$ cat src/rtl/wp_status_pkg.sv
package wp_status_pkg;
   localparam int STATUS_W = 8;

   typedef struct packed {
      logic       wpen;
      logic [1:0] bp;
   } nv_cfg_t;

   function automatic logic [STATUS_W-1:0] pack_status(nv_cfg_t cfg, logic wel, logic busy);
      if (busy) return '1;
      return {cfg.wpen, 3'b000, cfg.bp, wel, 1'b0};
   endfunction

   function automatic nv_cfg_t take_fields(logic [STATUS_W-1:0] d);
      nv_cfg_t c;
      c.wpen = d[7];
      c.bp   = d[3:2];
      return c;
   endfunction
endpackage

$ cat src/rtl/wp_block_guard.sv
module wp_block_guard #(
   parameter int ADDR_W = 13
) (
   input  logic [1:0]        bp_i,
   input  logic [ADDR_W-1:0] addr_i,
   output logic              blocked_o
);
   initial begin
      if (ADDR_W < 2) $error("wp_block_guard: ADDR_W must be at least 2");
   end

   localparam int TOP = ADDR_W - 1;
   logic [1:0] quarter;
   assign quarter = addr_i[TOP -: 2];

   always_comb begin
      unique case (bp_i)
         2'b00:   blocked_o = 1'b0;
         2'b01:   blocked_o = (quarter == 2'b11);
         2'b10:   blocked_o = quarter[1];
         default: blocked_o = 1'b1;
      endcase
   end
endmodule

$ cat src/rtl/wp_cycle_timer.sv
module wp_cycle_timer #(
   parameter int WCYC_CLKS = 40000
) (
   input  logic clk,
   input  logic rst_n,
   input  logic start_i,
   output logic busy_o,
   output logic done_o
);
   initial begin
      if (WCYC_CLKS < 1) $error("wp_cycle_timer: WCYC_CLKS must be at least 1");
   end

   localparam int CNT_W = (WCYC_CLKS > 1) ? $clog2(WCYC_CLKS) : 1;

   generate
      if (WCYC_CLKS == 1) begin : g_single
         always_ff @(posedge clk or negedge rst_n) begin
            if (!rst_n) busy_o <= 1'b0;
            else        busy_o <= start_i & ~busy_o;
         end
         assign done_o = busy_o;
      end else begin : g_count
         localparam logic [CNT_W-1:0] LAST = CNT_W'(WCYC_CLKS - 1);
         logic [CNT_W-1:0] cnt;
         always_ff @(posedge clk or negedge rst_n) begin
            if (!rst_n) begin
               busy_o <= 1'b0;
               cnt    <= '0;
            end else if (!busy_o) begin
               if (start_i) begin
                  busy_o <= 1'b1;
                  cnt    <= LAST;
               end
            end else if (cnt == '0) begin
               busy_o <= 1'b0;
            end else begin
               cnt <= cnt - 1'b1;
            end
         end
         assign done_o = busy_o & (cnt == '0);

         assert_cnt_in_window_R4: assert property (@(posedge clk) disable iff (!rst_n)
            busy_o |-> (cnt <= LAST));
         assert_start_loads_R4: assert property (@(posedge clk) disable iff (!rst_n)
            (start_i && !busy_o) |=> (busy_o && cnt == LAST));
      end
   endgenerate
endmodule

$ cat src/rtl/wp_status_unit.sv
module wp_status_unit
   import wp_status_pkg::*;
#(
   parameter int         ADDR_W    = 13,
   parameter int         WCYC_CLKS = 40000,
   parameter logic       RST_WPEN  = 1'b0,
   parameter logic [1:0] RST_BP    = 2'b00
) (
   input  logic                clk,
   input  logic                rst_n,
   input  logic                sel_i,
   input  logic                wp_n_i,
   input  logic                wel_set_i,
   input  logic                wel_clr_i,
   input  logic                sr_wr_i,
   input  logic [STATUS_W-1:0] sr_data_i,
   input  logic                arr_commit_i,
   input  logic [ADDR_W-1:0]   arr_addr_i,
   output logic [STATUS_W-1:0] status_o,
   output logic                grant_o,
   output logic                deny_o,
   output logic                busy_o
);
   nv_cfg_t nv_q, sr_new_q;
   logic wel_q, sel_q, sr_pend_q, sr_ok_q, cyc_sr_q;
   logic hw_prot, blocked, arr_ok, sr_launch, sr_go, start, done;

   assign hw_prot   = ~wp_n_i & nv_q.wpen;
   assign sr_launch = sel_q & ~sel_i & sr_pend_q;
   assign arr_ok    = arr_commit_i & ~busy_o & wel_q & ~blocked;
   assign sr_go     = sr_launch & sr_ok_q & wel_q & ~busy_o & ~arr_commit_i;
   assign start     = arr_ok | sr_go;

   wp_block_guard #(.ADDR_W(ADDR_W)) guard_i (
      .bp_i     (nv_q.bp),
      .addr_i   (arr_addr_i),
      .blocked_o(blocked)
   );

   wp_cycle_timer #(.WCYC_CLKS(WCYC_CLKS)) timer_i (
      .clk    (clk),
      .rst_n  (rst_n),
      .start_i(start),
      .busy_o (busy_o),
      .done_o (done)
   );

   always_ff @(posedge clk or negedge rst_n) begin
      if (!rst_n) begin
         sel_q     <= 1'b0;
         grant_o   <= 1'b0;
         deny_o    <= 1'b0;
         cyc_sr_q  <= 1'b0;
      end else begin
         sel_q   <= sel_i;
         grant_o <= start;
         deny_o  <= (arr_commit_i | sr_launch) & ~start;
         if (start) cyc_sr_q <= sr_go;
      end
   end

   always_ff @(posedge clk or negedge rst_n) begin
      if (!rst_n) begin
         sr_pend_q <= 1'b0;
         sr_ok_q   <= 1'b0;
         sr_new_q  <= '{wpen: RST_WPEN, bp: RST_BP};
      end else if (sr_wr_i && sel_i && !busy_o) begin
         sr_pend_q <= 1'b1;
         sr_ok_q   <= wel_q & ~hw_prot;
         sr_new_q  <= take_fields(sr_data_i);
      end else if (!sel_i) begin
         sr_pend_q <= 1'b0;
      end else if (sr_pend_q && hw_prot) begin
         sr_ok_q   <= 1'b0;
      end
   end

   always_ff @(posedge clk or negedge rst_n) begin
      if (!rst_n) begin
         wel_q <= 1'b0;
         nv_q  <= '{wpen: RST_WPEN, bp: RST_BP};
      end else if (done) begin
         wel_q <= 1'b0;
         if (cyc_sr_q) nv_q <= sr_new_q;
      end else if (!busy_o) begin
         if (wel_set_i)      wel_q <= 1'b1;
         else if (wel_clr_i) wel_q <= 1'b0;
      end
   end

   assign status_o = pack_status(nv_q, wel_q, busy_o);

   assert_busy_reads_ones_R4: assert property (@(posedge clk) disable iff (!rst_n)
      busy_o |-> (status_o == '1));
   assert_single_answer_R3: assert property (@(posedge clk) disable iff (!rst_n)
      $onehot0({grant_o, deny_o}));
   assert_latch_cleared_R5: assert property (@(posedge clk) disable iff (!rst_n)
      $fell(busy_o) |-> !wel_q);
   assert_busy_commit_denied_R9: assert property (@(posedge clk) disable iff (!rst_n)
      (arr_commit_i && busy_o) |=> deny_o);
   assert_full_lock_R3: assert property (@(posedge clk) disable iff (!rst_n)
      (arr_commit_i && nv_q.bp == 2'b11) |=> !grant_o);
   assert_fields_hold_R6: assert property (@(posedge clk) disable iff (!rst_n)
      !done |=> $stable(nv_q));
   assert_grant_needs_latch_R3: assert property (@(posedge clk) disable iff (!rst_n)
      (arr_commit_i && !wel_q) |=> !grant_o);
endmodule

$ cat config.mk
export PLATFORM = sky130hd
export DESIGN_NAME = wp_status_unit
export DESIGN_NICKNAME = d
export VERILOG_FILES = /design/src/rtl/wp_status_pkg.sv /design/src/rtl/wp_block_guard.sv /design/src/rtl/wp_cycle_timer.sv /design/src/rtl/wp_status_unit.sv
export SDC_FILE = /design/constraint.sdc
export NUM_CORES = 1
export LEC_CHECK = 0
export ABC_AREA = 1
export BUFFER_PORTS_ARGS = -buffer_cell sky130_fd_sc_hd__buf_2
export CORE_UTILIZATION = 40
export DETAILED_ROUTE_END_ITERATION = 8
export PLACE_DENSITY = 0.67
export SYNTH_ARGS = -nofsm -noshare
export SYNTH_HDL_FRONTEND = slang
export SYNTH_HIERARCHICAL = 1
export SYNTH_SLANG_ARGS = --single-unit
$ cat constraint.sdc
create_clock -name clk -period 1.48 [get_ports clk]
set_input_delay 0.148 -clock clk [delete_from_list [all_inputs] [get_ports clk]]
set_output_delay 0.148 -clock clk [all_outputs]
set_load 0.05 [all_outputs]
==> metrics.log <==
[metrics] run status: completed
[metrics] horizontal die dimension: 68.1 um
[metrics] Tcrit/Tclk final: 98.5%
[metrics] static leakage power: 0.00114 uW
[metrics] cell taking the most area after synthesis: dfrtp_1
[metrics] HPWL after detailed placement: 2750 um
[metrics] Relative slew margins: 77.3%
[metrics] RD Place Congestion: 0.798
[metrics] net switching fraction of the power: 44.1%
[metrics] share of final-layout standard cells stronger than drive strength 1: 36.9%
[metrics] worst slack after detailed placement: -0.0105 ns
[metrics] area share of the largest cell type after synthesis: 43.0%
[metrics] overall power consumption: 4510 uW
[metrics] die height: 68.1 um
[metrics] netlist area before placement: 1750 um^2
[metrics] antenna violations before repair: 0
[metrics] number of global-route vias before repair: 1572
[metrics] number of standard cells after synthesis: 234
[metrics] clock net sink count: 30
[metrics] number of distinct standard cells referenced by the synthesized netlist: 27
[metrics] master cell of the clock root buffer: clkbuf_8
[metrics] PnR worst setup slack: 0.0223 ns
[metrics] commonest cells after routing, fill and taps aside: nand2_1 (66), dfrtp_1 (29), nor2_1 (22)
[metrics] Period minus WS final: 1.46 ns
[metrics] element type at the critical path end: primary output
[metrics] clock latency on the worst-skew pair: 0.29 ns
[metrics] transition at the pin with the smallest max-transition slack: 0.340 ns
[metrics] start-to-end type of the worst setup path: flip-flop to primary output
[metrics] net count of the finished layout: 311
[metrics] final cell area excluding filler cells: 2280 um^2
[metrics] pin count of the biggest net entering global routing: 16
[metrics] Core Util, Final: 55.7%
[metrics] biggest cell delay along the critical path: 0.50 ns
[metrics] relative contribution of the clock network to total power: 17.3%
[metrics] upper clock frequency limit: 0.686 GHz
[metrics] Synth area leaders: dfrtp_1 (43%), nand2_1 (16%), nor2_1 (6.5%), nand3_1 (6.0%), inv_1 (5.2%)
[metrics] series of cell instances along the critical path: buf_6 > or2_4 > buf_8
[metrics] starting DRC count in detailed routing: 79
[metrics] final antenna-violating net count: 0
[metrics] CTS H-tree lvls: 2
[metrics] WL/cell: 11.4 um
[metrics] Data required, critical path: 1.33 ns
[metrics] total vias in the final route: 1591
[metrics] syn avg cell area: 7.46 um^2
[metrics] cell-internal power: 2520 uW
[metrics] placeable core area: 4090 um^2
[metrics] number of failing setup endpoints in the final timing report: 0
[metrics] wire length after detailed routing: 3780 um
[metrics] number of iterations in the first detailed-routing pass: 4
[metrics] share of power burned in registers: 29.9%
[metrics] Yosys reg bits: 30
[metrics] pwr/cell area: 1980 nW/um^2
[metrics] Die Outline Area: 4630 um^2
[metrics] worst min-delay path category: input port to flip-flop
[metrics] clock tree from TritonCTS: yes
[metrics] Switch Pwr: 1990 uW
[metrics] register bank with the most flops: timer_i/g_count.cnt
[metrics] WP data arrival: 1.31 ns
[metrics] Critical Path Fanout Max: 5
[metrics] number of flip-flops under the largest register name: 16
[metrics] CTS max path bufs: 2
[metrics] overall fraction of global-route tracks in use: 19.9%
[metrics] clock slew seen by the registers of the worst setup and hold paths: 0.06 ns
[metrics] Placed Instance Area: 2030 um^2
[metrics] first-pass GRT wire length: 6730 um
[metrics] post-synth net total: 264
[metrics] effective utilization at floorplan: 42.7%
[metrics] final clock skew: 0.00572 ns
[metrics] Remaining Overflow, GRT: 0
[metrics] setup repair after global routing missed its margin: true
[metrics] number of vias per cell: 4.79
[metrics] Top Ports: 40
[metrics] layout overhead on the synthesized area: 30.5%
[metrics] # fillers: 391
[metrics] worst supply voltage drop on vdd: 1.25 mV
[metrics] sequential share of the synthesized area: 43.0%
[metrics] number of buffers created by CTS: 5
[metrics] count of input and output buffers: 23
[metrics] Max Transition Viols Final: 0
[metrics] largest registers: timer_i/g_count.cnt (16), nv_q (3), sr_new_q (3)
[metrics] kind of launch point of the worst setup path: flip-flop
[metrics] count of maximum capacitance violations: 0
[metrics] drc violations: 0
[metrics] most common cell after layout, fill and taps aside: nand2_1
[metrics] total number of yosys warnings: 6
[metrics] final antenna diode count: 0
[metrics] number of hold violations in the final report: 0
[metrics] placement row count: 23
[metrics] Logic pwr share: 52.8%
[metrics] highest-delay cell along the critical path: dfrtp_4
## per-stage QoR
stage / setup TNS [ns] / cells / hold WS [ns]
after floorplan: -0.473 / 234 / -0.148
after CTS: -0.197 / 331 / 0.0296
final: 0 / 332 / 0.0406
after detailed placement: -0.0156 / 319 / 0.0669
after global routing: -0.742 / 332 / 0.0370
after global placement: 0 / 319 / 0.0745
## synthesized netlist by cell type, drive strengths merged
| master | count |
|---|---|
| a21oi | 2 |
| buf | 7 |
| dfrtp | 30 |
| ha | 1 |
| inv | 27 |
| nand2 | 80 |
| nand3 | 23 |
| nand3b | 3 |
| nand4 | 1 |
| nor2 | 34 |
| nor3 | 2 |
| o21ai | 16 |
| o21bai | 3 |
| or2 | 2 |
| xor2 | 3 |
## power groups by stage
stage                     Combinational (uW)  Sequential [uW]  Clock [uW]
after detailed placement                2130             1330           0
after global placement                  2100             1320           0
final                                   2380             1350         783
after floorplan                         1500             1390           0
after CTS                               2250             1320         809
after global routing                    2660             1390         834
## path summary, 6_finish.rpt
kind                                     startpoint                                  end  slack (ns)  cells after the start
hold reg to reg             sr_new_q[0]$_DFFE_PN0P_              sr_new_q[0]$_DFFE_PN0P_        0.49                      2
hold / removal                                sel_i                      sel_q$_DFF_PN0_        0.04                      1
setup / recovery           timer_i/busy_o$_DFF_PN0_                          status_o[2]        0.02                      3
min in group asynchronous                     rst_n                 cyc_sr_q$_DFFE_PN0P_        0.31                      2
max in group asynchronous                     rst_n                    wel_q$_DFFE_PN0P_        0.72                      3
setup reg to reg           timer_i/busy_o$_DFF_PN0_  timer_i/g_count.cnt[11]$_DFFE_PN0P_        0.03                      8
## routing by layer
layer	vias to the layer above	wire (um)	track usage, %
met5	-	0	0
met4	0	91	11.2
met3	7	112	3.67
met2	39	1780	33.2
met1	723	1800	24.0
li1	822	-	-
## critical path: cells and delay by family, from the launching register on
family                 cells  cell delay [ns]
buffers and inverters      2             0.29
DFF                        1             0.50
and+or+nand+nor            1             0.23
## repair_timing
action / CTS / global route
hold buffers: 1 / 0
setup buffers: 3 / 1
resized for setup: 10 / 24
pin swaps: 0 / 7
hold endpoints to repair: 12 / 0
endpoints found under the setup margin: 14 / 22
## logic make-up (layout without fill, tap and decap cells)
| logic type | after synthesis | after routing | share of synthesized area [%] |
|---|---|---|---|
| DFF | 30 | 30 | 43.0 |
| and+or+nand+nor | 145 | 145 | 37.2 |
| AOI/OAI and AO/OA | 21 | 21 | 7.96 |
| buffers and inverters | 34 | 82 | 9.61 |
| xor gates and xnor gates | 3 | 3 | 1.51 |
| adders and majority gates | 1 | 1 | 0.717 |
## cell type report
| cell class | instances | area, um^2 | area share [%] |
|---|---|---|---|
| Clock buffer | 8 | 110 | 4.84 |
| Timing Repair Buffer | 47 | 340 | 14.9 |
| Inverter | 27 | 105 | 4.62 |
| Multi-Input combinational cell | 170 | 905 | 39.7 |
| Tap cell | 50 | 62.6 | 2.75 |
| Sequential cell | 30 | 754 | 33.1 |
(Power assumes the default switching activity.)
